<file path="config.mk">
export PLATFORM = sky130hd
export DESIGN_NAME = sdram_burst_gen
export DESIGN_NICKNAME = d
export VERILOG_FILES = /design/src/rtl/sdram_dq_pkg.sv /design/src/rtl/sdram_burst_gen.sv
export SDC_FILE = /design/constraint.sdc
export NUM_CORES = 1
export LEC_CHECK = 0
export BUFFER_PORTS_ARGS = -buffer_cell sky130_fd_sc_hd__buf_2
export CORE_UTILIZATION = 30
export DETAILED_ROUTE_END_ITERATION = 6
export MAX_ROUTING_LAYER = met4
export PLACE_DENSITY = 0.49
export SLEW_MARGIN = 20
export SYNTH_ARGS = -nofsm -noshare
export SYNTH_HDL_FRONTEND = slang
export SYNTH_SLANG_ARGS = --single-unit
</file>
<file path="constraint.sdc">
create_clock -name clk -period 4.2 [get_ports clk]
set_input_delay 0.84 -clock clk [delete_from_list [all_inputs] [get_ports clk]]
set_output_delay 0.84 -clock clk [all_outputs]
set_load 0.005 [all_outputs]
</file>
<file path="src/rtl/sdram_dq_pkg.sv">
package sdram_dq_pkg;

   typedef enum logic [1:0] {
      CMD_NOP     = 2'b00,
      CMD_SETMODE = 2'b01,
      CMD_RD      = 2'b10,
      CMD_WR      = 2'b11
   } cmd_e;

   // deepest read latency supported; sizes the read delay line
   localparam int MAX_LAT = 3;
   // beat index width for bursts up to 8 words
   localparam int BEAT_W  = 3;
   // mode word width needed to hold every field
   localparam int MODE_W  = 10;

   typedef struct packed {
      logic       lat3;       // 1: latency 3, 0: latency 2
      logic [3:0] blen;       // burst length in words
      logic       interleave; // XOR ordering
      logic       wr_single;  // writes touch one location
   } mode_t;

   localparam mode_t MODE_RESET = '{lat3: 1'b0, blen: 4'd1, interleave: 1'b0, wr_single: 1'b0};

endpackage

</file>
<file path="src/rtl/sdram_burst_gen.sv">
module sdram_burst_gen
   import sdram_dq_pkg::*;
#(
   parameter int COL_W = 5
) (
   input  logic             clk,
   input  logic             rst_n,
   input  logic             start_i,
   input  logic             skip_i,
   input  logic             stop_i,
   input  logic [COL_W-1:0] col_i,
   input  logic [3:0]       blen_i,
   input  logic             ilv_i,
   output logic             vld_o,
   output logic [COL_W-1:0] col_o
);

   generate
      if (COL_W < BEAT_W) begin : g_bad_col
         $error("sdram_burst_gen: COL_W must cover the longest burst");
      end
   endgenerate

   logic              act_q, ilv_q;
   logic [BEAT_W-1:0] k_q;
   logic [3:0]        len_q;
   logic [COL_W-1:0]  base_q, mask, off;

   always_ff @(posedge clk or negedge rst_n) begin
      if (!rst_n) begin
         act_q  <= 1'b0;
         ilv_q  <= 1'b0;
         k_q    <= '0;
         len_q  <= 4'd1;
         base_q <= '0;
      end else if (start_i) begin
         base_q <= col_i;
         len_q  <= blen_i;
         ilv_q  <= ilv_i;
         k_q    <= skip_i ? BEAT_W'(1) : '0;
         act_q  <= !(skip_i && blen_i == 4'd1);
      end else if (stop_i) begin
         act_q <= 1'b0;
      end else if (act_q) begin
         if ({1'b0, k_q} == len_q - 4'd1) act_q <= 1'b0;
         k_q <= k_q + BEAT_W'(1);
      end
   end

   always_comb begin
      mask  = COL_W'(len_q) - COL_W'(1);
      off   = ilv_q ? (base_q ^ COL_W'(k_q)) : (base_q + COL_W'(k_q));
      col_o = (base_q & ~mask) | (off & mask);
      vld_o = act_q;
   end

endmodule

</file>
# [Yosys cells after proc, flatten, opt, wreduce, memory -nomap -nowiden]
# Index checks and enable logic that the tools add are counted.
[classes] n_bitwise=5 n_eq_ne=3 add_sub_neg=4 muxes=9 reduce_logical=4
[ops] cell="$and A5 B5 Y5" n=2
[ops] cell="$mux W3" n=3
[ops] cell="$add A5 B3 Y5" n=1
[ops] cell="$mux W1" n=5
[ops] cell="$mux W5" n=1
[ops] cell="$not A5 Y5" n=1
[ops] cell="$or A5 B5 Y5" n=1
[ops] cell="$sub A4 B1 Y5 const B" n=1
[ops] cell="$xor A5 B3 Y5" n=1
[ops] cell="$eq A3 B4 Y1" n=1
[ops] cell="$eq A4 B1 Y1 const B" n=1
[ops] cell="$sub A4 B1 Y4 const B" n=1
[ops] cell="$add A3 B1 Y3 const B" n=1
[ops] cell="$ne A2 B2 Y1 const B" n=1
[ops] cell="$reduce_and A2 Y1" n=1
[ops] cell="$reduce_bool A2 Y1" n=1
[ops] cell="$logic_and A1 B1 Y1" n=1
[ops] cell="$logic_not A1 Y1" n=1
[word_totals] ff_bits=14 word_cells=30 inputBits=15 out_inout_bits=6

# [Logic depth before layout (Yosys ltp)]
[logic_depth] ltp_word=6 ltp_mapped=6 mapped_depth_nobuf=6

# [Worst setup path after synthesis]
# No wires, ideal clock.
[synth_path] path_kind="register -> output" from="register len_q[2]" to="output port col_o[3]" path_slack_ns=1.975 path_buffers=0 t_required_ns=3.360 stages_incl_launch_ff=4 t_arrival_ns=1.385 path_cell_list="dfrtp_1 or4_4 a221oi_2 xor2_1"
[synth_via] elab_chain_cells=4 word_cells_on_any_way=5 classes_between="add/sub (1); bitwise (4)"
[synth_rtl] item="from (decl)" line="sdram_burst_gen.sv:26" text="logic [3:0] len_q;"
[synth_rtl] item="from (signal assigned)" line="sdram_burst_gen.sv:38" text="len_q <= blen_i;"
[synth_rtl] item="$sub A4 B1 Y5 (*)" line="sdram_burst_gen.sv:51" text="mask = COL_W'(len_q) - COL_W'(1);"
[synth_rtl] item="$not A5 Y5" line="sdram_burst_gen.sv:53" text="col_o = (base_q & ~mask) | (off & mask);"
[synth_rtl] item="$and A5 B5 Y5" line="sdram_burst_gen.sv:53"
[synth_rtl] item="$or A5 B5 Y5 (*)" line="sdram_burst_gen.sv:53"
[synth_rtl] item="to (decl)" line="sdram_burst_gen.sv:15" text="output logic [COL_W-1:0] col_o"
# Mark *: on every way between the ends. The rest lies on a longest branch, timed or not.

# [Worst setup path in the final report]
# Same ends and word-level chain as after synthesis.

==> out/qor.yml <==
p_per_area_nw_per_um2: 347
finalCriticalPeriod_ns: 2.70
crit_chain: "or4_4, a221oi_2, xor2_1, buf_2"
postCtsSetupRepairBufs: 0
die_area_um2: 3070
slew_viol_final: 0
tritoncts: "yes"
regArea_um2: 352
clk_latency_ns: 0.28
worst_ep_arrival_time_ns: 1.86
synthFlopType: "dfrtp_1"
irDropWorstVdd_uv: 212
cts_resized: 0
setup_tns_ns: 0
max_stage_delay_ns: 0.57
muxShareOfSynthArea_pct: 10.4
route.detailed.drc: 0
min_path_type: "input port to async pin"
grt.total_usage_pct: 12.2
start_kind: "flip-flop"
timing.rr.start: "len_q[0]"
final_common_cell: "buf_2"
min_period_over_period_pct: 64.2
grt_pass1_vias: 576
ys_ff_latch: 14
setup-violations-final: 0
multi_input_area_um2: 473
cp_top_family: "simple AND/OR/NAND/NOR gates"
reg2reg_to: "vld_o"
synth_edf_count: 0
clkSinkCount: 14
die_w_um: 55.4
crit_slowest_cell: "or4_4"
antenna_found_initial: 0
wire_per_inst_um: 12.6
leakagePower_nw: 0.462
drv_cap: 0
cp_data_required_time_ns: 3.36
crit_type: "flip-flop to output port"
syn_inst: 79
antenna_left: 0
core_area_um2: 2590
overflow: 0
final_nets: 123
syn_area_um2: 855
crit_path_max_fanout: 6
synthToLayoutAreaGrowth_pct: 19.5
vias_per_cell: 4.72
slew_headroom_pct: 73.9
rsz0062_at_grt: "false"
finClkSkew_ns: 0.00337
finalHoldViolations: 0
clock_path_buffers: 2
synth.distinct_cells: 27
synthXorXnorAreaFrac_pct: 11.0
syn_nets: 100
postSynthAreaPerCell_um2: 10.8
synth_fa_ha_area_share_pct: 9.66
die_h_um: 55.4
synth_simple_gate_area_share_pct: 13.5
status: "finished, final reports clean"
synth-compound-area-share_pct: 10.8
rr_worst_depth: 5
wirelength_um: 1650
synth_top_family_by_area: "simple AND/OR/NAND/NOR gates"
max_freq_ghz: 0.371
tightest_slew_ns: 0.391
holdBufCountCts: 0
start_util_pct: 33.0
numPortBuffers: 20
async_reset_ff_share_pct: 100
gp_congestion: 0.746
cts-root-buf: "clkbuf_4"
worst_slack_ns: 1.50
drive_above_1_share_pct: 35.6
final_util_pct: 39.4
ios: 21
most-common-layout-cells: "buf_2, dfrtp_1, mux2_2"
grt_pass1_wl_um: 2790
htree_levels: 1
n_fill_cell: 268
grt_max_degree: 22
num_vias: 618
cts_buffers: 3
worstSetupEndpointType: "output port"
drtIter0Drc: 11
std_cell_rows: 18
synth-seq-area-share_pct: 41.1
antenna_cells: 0
path_buf_inv: 1
path_clk_slew_ns: 0.09
dpl.hpwl_um: 1260
place_ws_ns: 1.82
synth_warnings: 0
firstDrtPassIters: 4
r2r_slack_ns: 2.34
## cell usage after synthesis, types with 2 or more instances
| master | count | area [um^2] |
|---|---|---|
| a21oi_1 | 3 | 15.0 |
| a221oi_2 | 2 | 30.0 |
| clkbuf_1 | 2 | 7.51 |
| dfrtp_1 | 13 | 325 |
| ha_1 | 5 | 62.6 |
| inv_1 | 6 | 22.5 |
| mux2_2 | 7 | 78.8 |
| nand2_1 | 5 | 18.8 |
| nand3b_1 | 2 | 15.0 |
| nor2_1 | 6 | 22.5 |
| nor2b_1 | 2 | 12.5 |
| o21ai_0 | 5 | 25.0 |
| xnor2_1 | 5 | 43.8 |
| xor2_1 | 3 | 26.3 |
## area by class of cell
cell class                      instances  share of cell area [%]
Multi-Input combinational cell         57                    46.3
Sequential cell                        14                    34.4
Timing Repair Buffer                   20                    9.80
Tap cell                               30                    3.68
Clock buffer                            4                    3.55
Inverter                                6                    2.21
## how the worst max path moves through the flow
| stage | from | to | slack (ns) | cells after the start |
|---|---|---|---|---|
| 2_1_floorplan | len_q[2] | col_o[3] | 1.97 | 3 |
| 4_1_cts | len_q[2] | col_o[3] | 1.49 | 4 |
| 3_5_place_dp | k_q[0] | col_o[1] | 1.82 | 7 |
| 3_3_place_gp | len_q[2] | col_o[3] | 1.81 | 4 |
| 5_1_grt | k_q[0] | col_o[4] | 1.34 | 7 |
| 6_report | len_q[2] | col_o[3] | 1.50 | 4 |
## state kept, by name (all words and copies together), names as in the netlist
name and count:
base_q 5, ilv_q 1, k_q 3, len_q 4
vld_o 1
## kinds of logic (layout without fill, tap and decap cells)
kind of cell	after synthesis	count (layout)
buffers and inverters	8	30
XOR/XNOR	9	9
multiplexers	8	8
flip-flops	14	14
adder cells (fa/ha/maj)	6	6
AND/OR/NAND/NOR	21	21
AO/OA/AOI/OAI	13	13
## power breakdown
group          switching, mW  total (mW)  internal [mW]
Clock                 0.0466      0.0993         0.0527
Sequential            0.0145       0.163          0.149
Combinational         0.0420      0.0924         0.0504
Total                  0.103       0.355          0.252
## per-stage QoR
| step | cell area [um^2] | hold WS (ns) | cells | total power, mW |
|---|---|---|---|---|
| after floorplan | 855 | 0.502 | 79 | 0.227 |
| after global placement | 985 | 0.520 | 127 | 0.258 |
| after detailed placement | 985 | 0.525 | 127 | 0.260 |
| after CTS | 1020 | 0.445 | 131 | 0.361 |
| after global routing | 1020 | 0.447 | 131 | 0.383 |
| final | 1020 | 0.436 | 131 | 0.355 |
## routing by layer
layer / global-route usage, % / share of wire [%]
met4: 2.14 / 0.85
met1: 16.8 / 48
met3: 5.39 / 6.2
met2: 16.5 / 45
met5: - / 0
Note: power is estimated with default switching activity, not from simulation.
